File: config.mk
export PLATFORM = sky130hd
export DESIGN_NAME = rename_map
export DESIGN_NICKNAME = d
export VERILOG_FILES = /design/src/rtl/rename_pkg.sv /design/src/rtl/rename_ckpt_col.sv /design/src/rtl/rename_map_ram.sv /design/src/rtl/rename_fwd.sv /design/src/rtl/rename_map.sv
export SDC_FILE = /design/constraint.sdc
export NUM_CORES = 2
export LEC_CHECK = 0
export BUFFER_PORTS_ARGS = -buffer_cell sky130_fd_sc_hd__buf_2
export CAP_MARGIN = 25
export CORE_ASPECT_RATIO = 2
export CORE_UTILIZATION = 45
export DETAILED_ROUTE_END_ITERATION = 12
export PLACE_DENSITY_LB_ADDON = 0.25
export SLEW_MARGIN = 15
export SYNTH_ARGS = -nofsm -noshare
export SYNTH_HDL_FRONTEND = slang
export SYNTH_SLANG_ARGS = --single-unit
File: constraint.sdc
create_clock -name clk_i -period 4 [get_ports clk_i]
set_input_delay 0.8 -clock clk_i [delete_from_list [all_inputs] [get_ports clk_i]]
set_output_delay 0.8 -clock clk_i [all_outputs]
set_load 0.05 [all_outputs]
File: src/rtl/rename_pkg.sv
package rename_pkg;
  typedef enum logic [1:0] {
    CK_HOLD = 2'd0,
    CK_PUSH = 2'd1,
    CK_LOAD = 2'd2
  } ckpt_op_e;
endpackage

File: src/rtl/rename_ckpt_col.sv
// Checkpoint shift register for one map entry; level 0 is newest.
module rename_ckpt_col #(
  parameter int               TAG_W = 6,
  parameter int               DEPTH = 4,
  parameter int               SEL_W = 2,
  parameter logic [TAG_W-1:0] INIT  = '0
) (
  input  logic             clk_i,
  input  logic             rst_ni,
  input  logic             push_i,
  input  logic [TAG_W-1:0] d_i,
  input  logic [SEL_W-1:0] sel_i,
  output logic [TAG_W-1:0] q_o
);
  logic [TAG_W-1:0] stk_q [DEPTH];

  always_ff @(posedge clk_i or negedge rst_ni) begin
    if (!rst_ni) begin
      for (int d = 0; d < DEPTH; d++) stk_q[d] <= INIT;
    end else if (push_i) begin
      stk_q[0] <= d_i;
      for (int d = 1; d < DEPTH; d++) stk_q[d] <= stk_q[d-1];
    end
  end

  assign q_o = stk_q[sel_i];
endmodule

File: src/rtl/rename_map_ram.sv
// Map storage: N_RD read ports, N_WR write ports, later port wins.
module rename_map_ram
  import rename_pkg::*;
#(
  parameter int N_LOG = 32,
  parameter int LOG_W = 5,
  parameter int TAG_W = 6,
  parameter int N_RD  = 12,
  parameter int N_WR  = 4,
  parameter int DEPTH = 4,
  parameter int SEL_W = 2
) (
  input  logic                  clk_i,
  input  logic                  rst_ni,
  input  logic [N_RD*LOG_W-1:0] rd_addr_i,
  output logic [N_RD*TAG_W-1:0] rd_data_o,
  input  logic [N_WR-1:0]       wr_en_i,
  input  logic [N_WR*LOG_W-1:0] wr_addr_i,
  input  logic [N_WR*TAG_W-1:0] wr_data_i,
  input  ckpt_op_e              op_i,
  input  logic [SEL_W-1:0]      sel_i
);
  logic [TAG_W-1:0] map_q   [N_LOG];
  logic [TAG_W-1:0] map_nxt [N_LOG];
  logic [TAG_W-1:0] ck_q    [N_LOG];
  logic             push;

  assign push = (op_i == CK_PUSH);

  always_comb begin
    for (int e = 0; e < N_LOG; e++)
      map_nxt[e] = (op_i == CK_LOAD) ? ck_q[e] : map_q[e];
    if (op_i != CK_LOAD) begin
      for (int w = 0; w < N_WR; w++)
        if (wr_en_i[w]) map_nxt[wr_addr_i[w*LOG_W +: LOG_W]] = wr_data_i[w*TAG_W +: TAG_W];
    end
  end

  always_ff @(posedge clk_i or negedge rst_ni) begin
    if (!rst_ni) begin
      for (int e = 0; e < N_LOG; e++) map_q[e] <= TAG_W'(e);
    end else begin
      for (int e = 0; e < N_LOG; e++) map_q[e] <= map_nxt[e];
    end
  end

  for (genvar e = 0; e < N_LOG; e++) begin : g_col
    rename_ckpt_col #(
      .TAG_W(TAG_W), .DEPTH(DEPTH), .SEL_W(SEL_W), .INIT(TAG_W'(e))
    ) u_col (
      .clk_i (clk_i),
      .rst_ni(rst_ni),
      .push_i(push),
      .d_i   (map_nxt[e]),
      .sel_i (sel_i),
      .q_o   (ck_q[e])
    );
  end

  for (genvar r = 0; r < N_RD; r++) begin : g_rd
    assign rd_data_o[r*TAG_W +: TAG_W] = map_q[rd_addr_i[r*LOG_W +: LOG_W]];
  end
endmodule

File: src/rtl/rename_fwd.sv
// Intra-group bypass for one read port of slot SLOT: latest earlier writer wins.
module rename_fwd #(
  parameter int N_SLOTS = 4,
  parameter int LOG_W   = 5,
  parameter int TAG_W   = 6,
  parameter int SLOT    = 0
) (
  input  logic [LOG_W-1:0]         lreg_i,
  input  logic [TAG_W-1:0]         ram_tag_i,
  input  logic [N_SLOTS-1:0]       wr_vld_i,
  input  logic [N_SLOTS*LOG_W-1:0] wr_dst_i,
  input  logic [N_SLOTS*TAG_W-1:0] wr_tag_i,
  output logic [TAG_W-1:0]         tag_o
);
  always_comb begin
    tag_o = ram_tag_i;
    for (int j = 0; j < N_SLOTS; j++)
      if (j < SLOT && wr_vld_i[j] && wr_dst_i[j*LOG_W +: LOG_W] == lreg_i)
        tag_o = wr_tag_i[j*TAG_W +: TAG_W];
  end
endmodule

File: src/rtl/rename_map.sv
module rename_map
  import rename_pkg::*;
#(
  parameter int N_SLOTS = 4,
  parameter int N_LOG   = 32,
  parameter int N_PHYS  = 64,
  parameter int DEPTH   = 4,
  localparam int LOG_W  = $clog2(N_LOG),
  localparam int TAG_W  = $clog2(N_PHYS),
  localparam int SEL_W  = (DEPTH > 1) ? $clog2(DEPTH) : 1
) (
  input  logic                     clk_i,
  input  logic                     rst_ni,
  input  logic [N_SLOTS-1:0]       slot_vld_i,
  input  logic [N_SLOTS*LOG_W-1:0] src_a_i,
  input  logic [N_SLOTS*LOG_W-1:0] src_b_i,
  input  logic [N_SLOTS*LOG_W-1:0] dst_i,
  input  logic [N_SLOTS*TAG_W-1:0] new_tag_i,
  input  logic                     ckpt_push_i,
  input  logic                     ckpt_restore_i,
  input  logic [SEL_W-1:0]         ckpt_sel_i,
  output logic [N_SLOTS*TAG_W-1:0] src_a_tag_o,
  output logic [N_SLOTS*TAG_W-1:0] src_b_tag_o,
  output logic [N_SLOTS-1:0]       free_vld_o,
  output logic [N_SLOTS*TAG_W-1:0] free_tag_o
);
  localparam int N_RD = 3 * N_SLOTS;

  logic [N_SLOTS-1:0]    wr_en;
  logic [N_RD*LOG_W-1:0] rd_addr;
  logic [N_RD*TAG_W-1:0] rd_data;
  ckpt_op_e              op;

  // restore wins over rename and push
  assign wr_en = slot_vld_i & {N_SLOTS{~ckpt_restore_i}};
  assign op    = ckpt_restore_i ? CK_LOAD : (ckpt_push_i ? CK_PUSH : CK_HOLD);

  for (genvar i = 0; i < N_SLOTS; i++) begin : g_slot
    assign rd_addr[(3*i)*LOG_W   +: LOG_W] = src_a_i[i*LOG_W +: LOG_W];
    assign rd_addr[(3*i+1)*LOG_W +: LOG_W] = src_b_i[i*LOG_W +: LOG_W];
    assign rd_addr[(3*i+2)*LOG_W +: LOG_W] = dst_i[i*LOG_W +: LOG_W];

    rename_fwd #(.N_SLOTS(N_SLOTS), .LOG_W(LOG_W), .TAG_W(TAG_W), .SLOT(i)) u_fwd_a (
      .lreg_i   (src_a_i[i*LOG_W +: LOG_W]),
      .ram_tag_i(rd_data[(3*i)*TAG_W +: TAG_W]),
      .wr_vld_i (wr_en),
      .wr_dst_i (dst_i),
      .wr_tag_i (new_tag_i),
      .tag_o    (src_a_tag_o[i*TAG_W +: TAG_W])
    );
    rename_fwd #(.N_SLOTS(N_SLOTS), .LOG_W(LOG_W), .TAG_W(TAG_W), .SLOT(i)) u_fwd_b (
      .lreg_i   (src_b_i[i*LOG_W +: LOG_W]),
      .ram_tag_i(rd_data[(3*i+1)*TAG_W +: TAG_W]),
      .wr_vld_i (wr_en),
      .wr_dst_i (dst_i),
      .wr_tag_i (new_tag_i),
      .tag_o    (src_b_tag_o[i*TAG_W +: TAG_W])
    );
    // displaced tag also sees earlier writers of the same destination
    rename_fwd #(.N_SLOTS(N_SLOTS), .LOG_W(LOG_W), .TAG_W(TAG_W), .SLOT(i)) u_fwd_d (
      .lreg_i   (dst_i[i*LOG_W +: LOG_W]),
      .ram_tag_i(rd_data[(3*i+2)*TAG_W +: TAG_W]),
      .wr_vld_i (wr_en),
      .wr_dst_i (dst_i),
      .wr_tag_i (new_tag_i),
      .tag_o    (free_tag_o[i*TAG_W +: TAG_W])
    );
  end

  assign free_vld_o = wr_en;

  rename_map_ram #(
    .N_LOG(N_LOG), .LOG_W(LOG_W), .TAG_W(TAG_W), .N_RD(N_RD),
    .N_WR(N_SLOTS), .DEPTH(DEPTH), .SEL_W(SEL_W)
  ) u_ram (
    .clk_i    (clk_i),
    .rst_ni   (rst_ni),
    .rd_addr_i(rd_addr),
    .rd_data_o(rd_data),
    .wr_en_i  (wr_en),
    .wr_addr_i(dst_i),
    .wr_data_i(new_tag_i),
    .op_i     (op),
    .sel_i    (ckpt_sel_i)
  );
endmodule

==> results.txt, run 1 <==
----------------------------------------------------
[Status]
  Status ... aborted with a tool error
  Last stage the flow got to ... global routing
  Tool error message ... [ERROR GRT-0116] Global routing finished with congestion. Check the congestion regions in the DRC Viewer.

[Placed design]
  I/O Buffers ... 169
  GP Congestion ... 1.26
  Post-placement worst setup slack ... -688 ps
  Placement-stage cell area ... 80300 µm²
  Placed wire-length estimate after detailed placement ... 338 mm

[GRT]
  Global Route Usage Sum ... 0.671
  GRT Residual Overflow ... 105
  Via count of the first global-routing pass ... 77100
  Largest net degree at the start of global routing ... 241
  First-pass GRT wire length ... 713 mm

[Clock tree]
  Number of buffers inserted during clock tree synthesis ... 83
  Number of H-tree levels ... 3
  Cell at the root of the clock tree ... sky130_fd_sc_hd__clkbuf_16
  CTS sink count ... 960
  Max Buffers Root-to-Sink ... 3

[Logic synthesis]
  Number of flip-flops and latches in the synthesized netlist ... 960
  Total number of yosys warnings ... 0
  Most instantiated library cell after synthesis ... sky130_fd_sc_hd__nand2_1
  Top-area cell type share of the netlist area ... 0.256
  Number of standard cells after synthesis ... 7279
  Commonest cells in the netlist ... 2276 x sky130_fd_sc_hd__nand2_1, 794 x sky130_fd_sc_hd__mux4_2, 606 x sky130_fd_sc_hd__clkbuf_1, 560 x sky130_fd_sc_hd__dfrtp_1, 400 x sky130_fd_sc_hd__dfstp_2
  Synth cell types ... 90
  FFs w/ async S/R, synth ... 1.00
  Top cells by area, synth ... sky130_fd_sc_hd__mux4_2 26%, sky130_fd_sc_hd__dfrtp_1 20%, sky130_fd_sc_hd__dfstp_2 15%
  Top flip-flop cell by instance count after synthesis ... sky130_fd_sc_hd__dfrtp_1
  Synth area leader ... sky130_fd_sc_hd__mux4_2
  Number of enable-type register cells in the synthesized netlist ... 0
  Net Count, Synth ... 7373
  Mean area per synthesized cell ... 9.61 µm²
  Share of the yosys chip area belonging to registers ... 0.351
  Area of the mapped netlist ... 69900 µm²

[Floorplanning]
  Rows ... 204
  Number of top-level pins ... 170
  Initial core utilization ... 0.453
  Floorplan die width ... 281 µm
  Die Height ... 560 µm

----------------------------------------------------
-- kinds of logic after synthesis --
family                    Yosys count  share of synthesized area
and+or+nand+nor                  3159                      0.187
xor gates and xnor gates           84                     0.0105
muxes                             978                      0.283
AOI/OAI and AO/OA                1207                      0.115
buffers and inverters             891                     0.0536
DFF                               960                      0.351
-- through the flow --
step | utilization | TNS [ps] | cells
after floorplan | - | -203 | 7279
after global placement | 0.520 | -10220 | 9777
after detailed placement | 0.520 | -3480 | 9780
after CTS | 0.545 | -153 | 9963
-- layer usage --
layer / GRT overflow / global-route usage
met1: 1 / 0.688
met2: 62 / 0.841
met3: 0 / 0.498
met4: 42 / 0.635
met5: 0 / 0.228
-- repair_timing --
action | in CTS
resized for setup | 207
hold buffers | 0
pin swaps | 9
setup buffers | 28
setup endpoints to repair | 62
==> inputs of run 2 (changes only) <==
--- a/config.mk
+++ b/config.mk
@@ -7,10 +7,9 @@
 export LEC_CHECK = 0
 export BUFFER_PORTS_ARGS = -buffer_cell sky130_fd_sc_hd__buf_2
 export CAP_MARGIN = 25
-export CORE_ASPECT_RATIO = 2
-export CORE_UTILIZATION = 45
+export CORE_UTILIZATION = 30
 export DETAILED_ROUTE_END_ITERATION = 12
-export PLACE_DENSITY_LB_ADDON = 0.25
+export PLACE_DENSITY_LB_ADDON = 0.15
 export SLEW_MARGIN = 15
 export SYNTH_ARGS = -nofsm -noshare
 export SYNTH_HDL_FRONTEND = slang
==> results.txt, run 2 <==
----------------------------------------------------
[Timing]
  Minimum clock period after layout ... 4110 ps
  Transition time at the pin with the least slew margin ... 1120 ps
  Setup repair after global routing missed its margin ... yes
  Post-Route Setup TNS ... -455 ps
  Final Max Slew Viols ... 0
  Worst slew margin ... 0.250
  Period Utilization, post-route ... 1.03
  Worst Slack Setup Final ... -107 ps
  Max Clock Freq ... 244 MHz
  Hold Vio Cnt, Final ... 0
  Worst Clk Skew ... 71.7 ps
  Final Setup Violations ... 15

[Clock tree]
  Latest clock arrival within the worst-skew pair ... 850 ps
  Number of buffers inserted during clock tree synthesis ... 110 (+33%)
  CTS tree ... done
  Number of H-tree levels ... 3 (unchanged)
  Clock transition at the registers of the reported paths ... 60 ps
  Cell at the root of the clock tree ... sky130_fd_sc_hd__clkbuf_16
  CTS sink count ... 960 (unchanged)
  Max Buffers Root-to-Sink ... 3 (unchanged)

[Worst setup path]
  Required time at the worst-slack endpoint ... 3200 ps
  Kind of critical path ... reg -> out
  Beginning of the critical path ... u_ram.map_q[183]$_DFF_PN0_
  Worst Reg-to-Reg Cells ... 6
  CP Data Arrival Time ... 3310 ps
  Crit Reg-Reg Endpoint ... u_ram.g_col[4].u_col.stk_q[18]$_DFFE_PN0N_
  R2R Path Start ... u_ram.g_col[4].u_col.stk_q[6]$_DFFE_PN0N_
  Worst setup path endpoint ... free_tag_o[21]
  Kind of launch point of the worst setup path ... flip-flop
  Slack of the worst reg-to-reg path ... 1190 ps
  Peak fanout along the critical path ... 5
  Category of the worst setup path capture point ... output port

[Placed design]
  GP Congestion ... 1.09 (-14%)
  I/O Buffers ... 169 (unchanged)
  Placed wire-length estimate after detailed placement ... 326 mm (-3.6%)

[Final layout]
  Fraction of final layout cells with drive strength greater than 1 ... 0.381
  Layout overhead on the synthesized area ... 26.2%
  Flip-flop count of the largest register after layout ... 768
  Post-layout nets ... 7956
  Largest registers ranked by flip-flop count ... u_ram.g_col.u_col.stk_q: 768 flops, u_ram.map_q: 192 flops
  Most common cell after layout, fill and taps aside ... sky130_fd_sc_hd__nand2_1
  Commonest cells after routing, fill and taps aside ... 2271 x sky130_fd_sc_hd__nand2_1, 971 x sky130_fd_sc_hd__buf_4, 794 x sky130_fd_sc_hd__mux4_2
  Register with the most flip-flops ... u_ram.g_col.u_col.stk_q

[Logic synthesis]
  Top-area cell type share of the netlist area ... 0.256 (unchanged)
  Top flip-flop cell by instance count after synthesis ... sky130_fd_sc_hd__dfrtp_1
  Net Count, Synth ... 7373 (unchanged)
  Area of the mapped netlist ... 69900 µm² (unchanged)
  Commonest cells in the netlist ... 2276 x sky130_fd_sc_hd__nand2_1, 794 x sky130_fd_sc_hd__mux4_2, 606 x sky130_fd_sc_hd__clkbuf_1, 560 x sky130_fd_sc_hd__dfrtp_1, 400 x sky130_fd_sc_hd__dfstp_2
  Most instantiated library cell after synthesis ... sky130_fd_sc_hd__nand2_1
  Total number of yosys warnings ... 0 (unchanged)
  Share of the yosys chip area belonging to registers ... 0.351 (unchanged)
  Top cells by area, synth ... sky130_fd_sc_hd__mux4_2 26%, sky130_fd_sc_hd__dfrtp_1 20%, sky130_fd_sc_hd__dfstp_2 15%
  Number of flip-flops and latches in the synthesized netlist ... 960 (unchanged)
  Synth area leader ... sky130_fd_sc_hd__mux4_2
  FFs w/ async S/R, synth ... 1.00 (unchanged)
  Synth cell types ... 90 (unchanged)
  Number of standard cells after synthesis ... 7279 (unchanged)
  Number of enable-type register cells in the synthesized netlist ... 0 (unchanged)
  Mean area per synthesized cell ... 9.61 µm² (unchanged)

[Pwr]
  Worst VDD drop ... 0.000392 V
  Overall power consumption ... 40.6 mW
  Static Leakage ... 36.9 nW
  Power density over the cells ... 460 nW/µm²

[Route]
  Routed wire length per instance ... 39.6 µm
  Vias after detailed routing ... 71400
  Overall routed net length ... 438 mm
  Number of iterations in the first detailed-routing pass ... 9
  Number of vias per cell ... 6.47
  Final routed DRC violation total ... 0
  Number of nets with antenna violations after routing ... 0
  DRT iter0 DRCs ... 11100

[Floorplanning]
  Floorplan die width ... 485 µm (+73%)
  Initial core utilization ... 0.303 (-0.150)
  Rows ... 176 (-14%)
  Standard cell core area ... 231000 µm²
  Die outline area ... 235000 µm²
  Die Height ... 485 µm (-13%)
  Number of top-level pins ... 170 (unchanged)

[Min path]
  Path type of the worst min-delay path ... reg -> reg

[Status]
  Status ... finished with violations
  Violated checks ... negative setup slack

[GRT]
  First-pass GRT wire length ... 587 mm
  Initial antenna violation count ... 73
  GRT Residual Overflow ... 0
  Via count of the first global-routing pass ... 67200
  Largest net degree at the start of global routing ... 142
  Global Route Usage Sum ... 0.364

[Run]
  Total of max-cap violations ... 0

----------------------------------------------------
[run 2: cell counts after synthesis]
Identical to the previous run, type by type.
[run 2: report_power, final]
part | switching, mW | internal, mW
combinational | 8.45 | 6.54
clock | 4.49 | 6.20
sequential | 2.93 | 12.0
[run 2: kinds of logic (layout without fill, tap and decap cells)]
logic type,count (synthesis),in the layout,synth area share
simple gates,3159,3159,0.187
compound gates,1207,1207,0.115
mux,978,978,0.283
flops,960,960,0.351
buf+inv,891,1571,0.0536
xor+xnor,84,84,0.0105
other cells,0,56,0
[run 2: layout make-up]
class,instances,area [µm²]
sequential,960,24900
fill,22900,143000
inverter,29,116
clock inverter,40,618
tap,3026,3790
multi-input combinational,5428,42800
clock buffer,169,3160
timing repair buffer,1333,12700
antenna,56,140
[run 2: how the worst min path moves through the flow]
stage               cells after the start                                         from                                     endpoint  slack [ps]
floorplan                               2   u_ram.g_col[10].u_col.stk_q[1]$_DFFE_PN1N_   u_ram.g_col[10].u_col.stk_q[1]$_DFFE_PN1N_         440
global placement                        2   u_ram.g_col[25].u_col.stk_q[4]$_DFFE_PN1N_   u_ram.g_col[25].u_col.stk_q[4]$_DFFE_PN1N_         450
detailed placement                      2   u_ram.g_col[13].u_col.stk_q[3]$_DFFE_PN1N_   u_ram.g_col[13].u_col.stk_q[3]$_DFFE_PN1N_         450
CTS                                     2  u_ram.g_col[24].u_col.stk_q[14]$_DFFE_PN0N_   u_ram.g_col[24].u_col.stk_q[8]$_DFFE_PN0N_         430
global route                            2  u_ram.g_col[13].u_col.stk_q[20]$_DFFE_PN1N_  u_ram.g_col[13].u_col.stk_q[14]$_DFFE_PN1N_         460
finish                                  2  u_ram.g_col[24].u_col.stk_q[14]$_DFFE_PN0N_   u_ram.g_col[24].u_col.stk_q[8]$_DFFE_PN0N_         440
[run 2: metrics by stage]
step	worst slack (ps)	cell area, µm²	hold slack, ps	std cells	util
6_report	-107	88200	438	11000	0.382
2_1_floorplan	-101	70000	437	7279	-
3_3_place_gp	-583	81200	446	10700	0.352
3_5_place_dp	-477	81200	448	10700	0.352
4_1_cts	-103	87000	428	10900	0.377
5_1_grt	-134	88100	464	11000	0.382
[run 2: critical path, cell delays in order (launching register included)]
cell and delay (ps):
sky130_fd_sc_hd__dfrtp_4 620, sky130_fd_sc_hd__buf_4 210, sky130_fd_sc_hd__mux4_2 450, sky130_fd_sc_hd__a22oi_1 170, sky130_fd_sc_hd__nand4_1 480, sky130_fd_sc_hd__nor2_4 370
sky130_fd_sc_hd__a211oi_4 70, sky130_fd_sc_hd__buf_12 160
[run 2: metal layers]
metal  GRT usage  up-vias  routed length [µm]
li1            -    27700                   -
met1       0.437    36100              162000
met2       0.513     5731              178000
met3       0.155     1814               56200
met4       0.273       38               41200
met5     0.00347        -                 682
[run 2: timing repair]
item / in CTS / in global routing
endpoints found under the setup margin: 67 / 41
hold endpoints to repair: 5 / 0
resized for setup: 387 / 152
pin swaps: 44 / 52
setup buffers: 75 / 45
cloned: 0 / 3
hold buffers: 1 / 0
No activity file was read; power rests on OpenSTA's default activity.
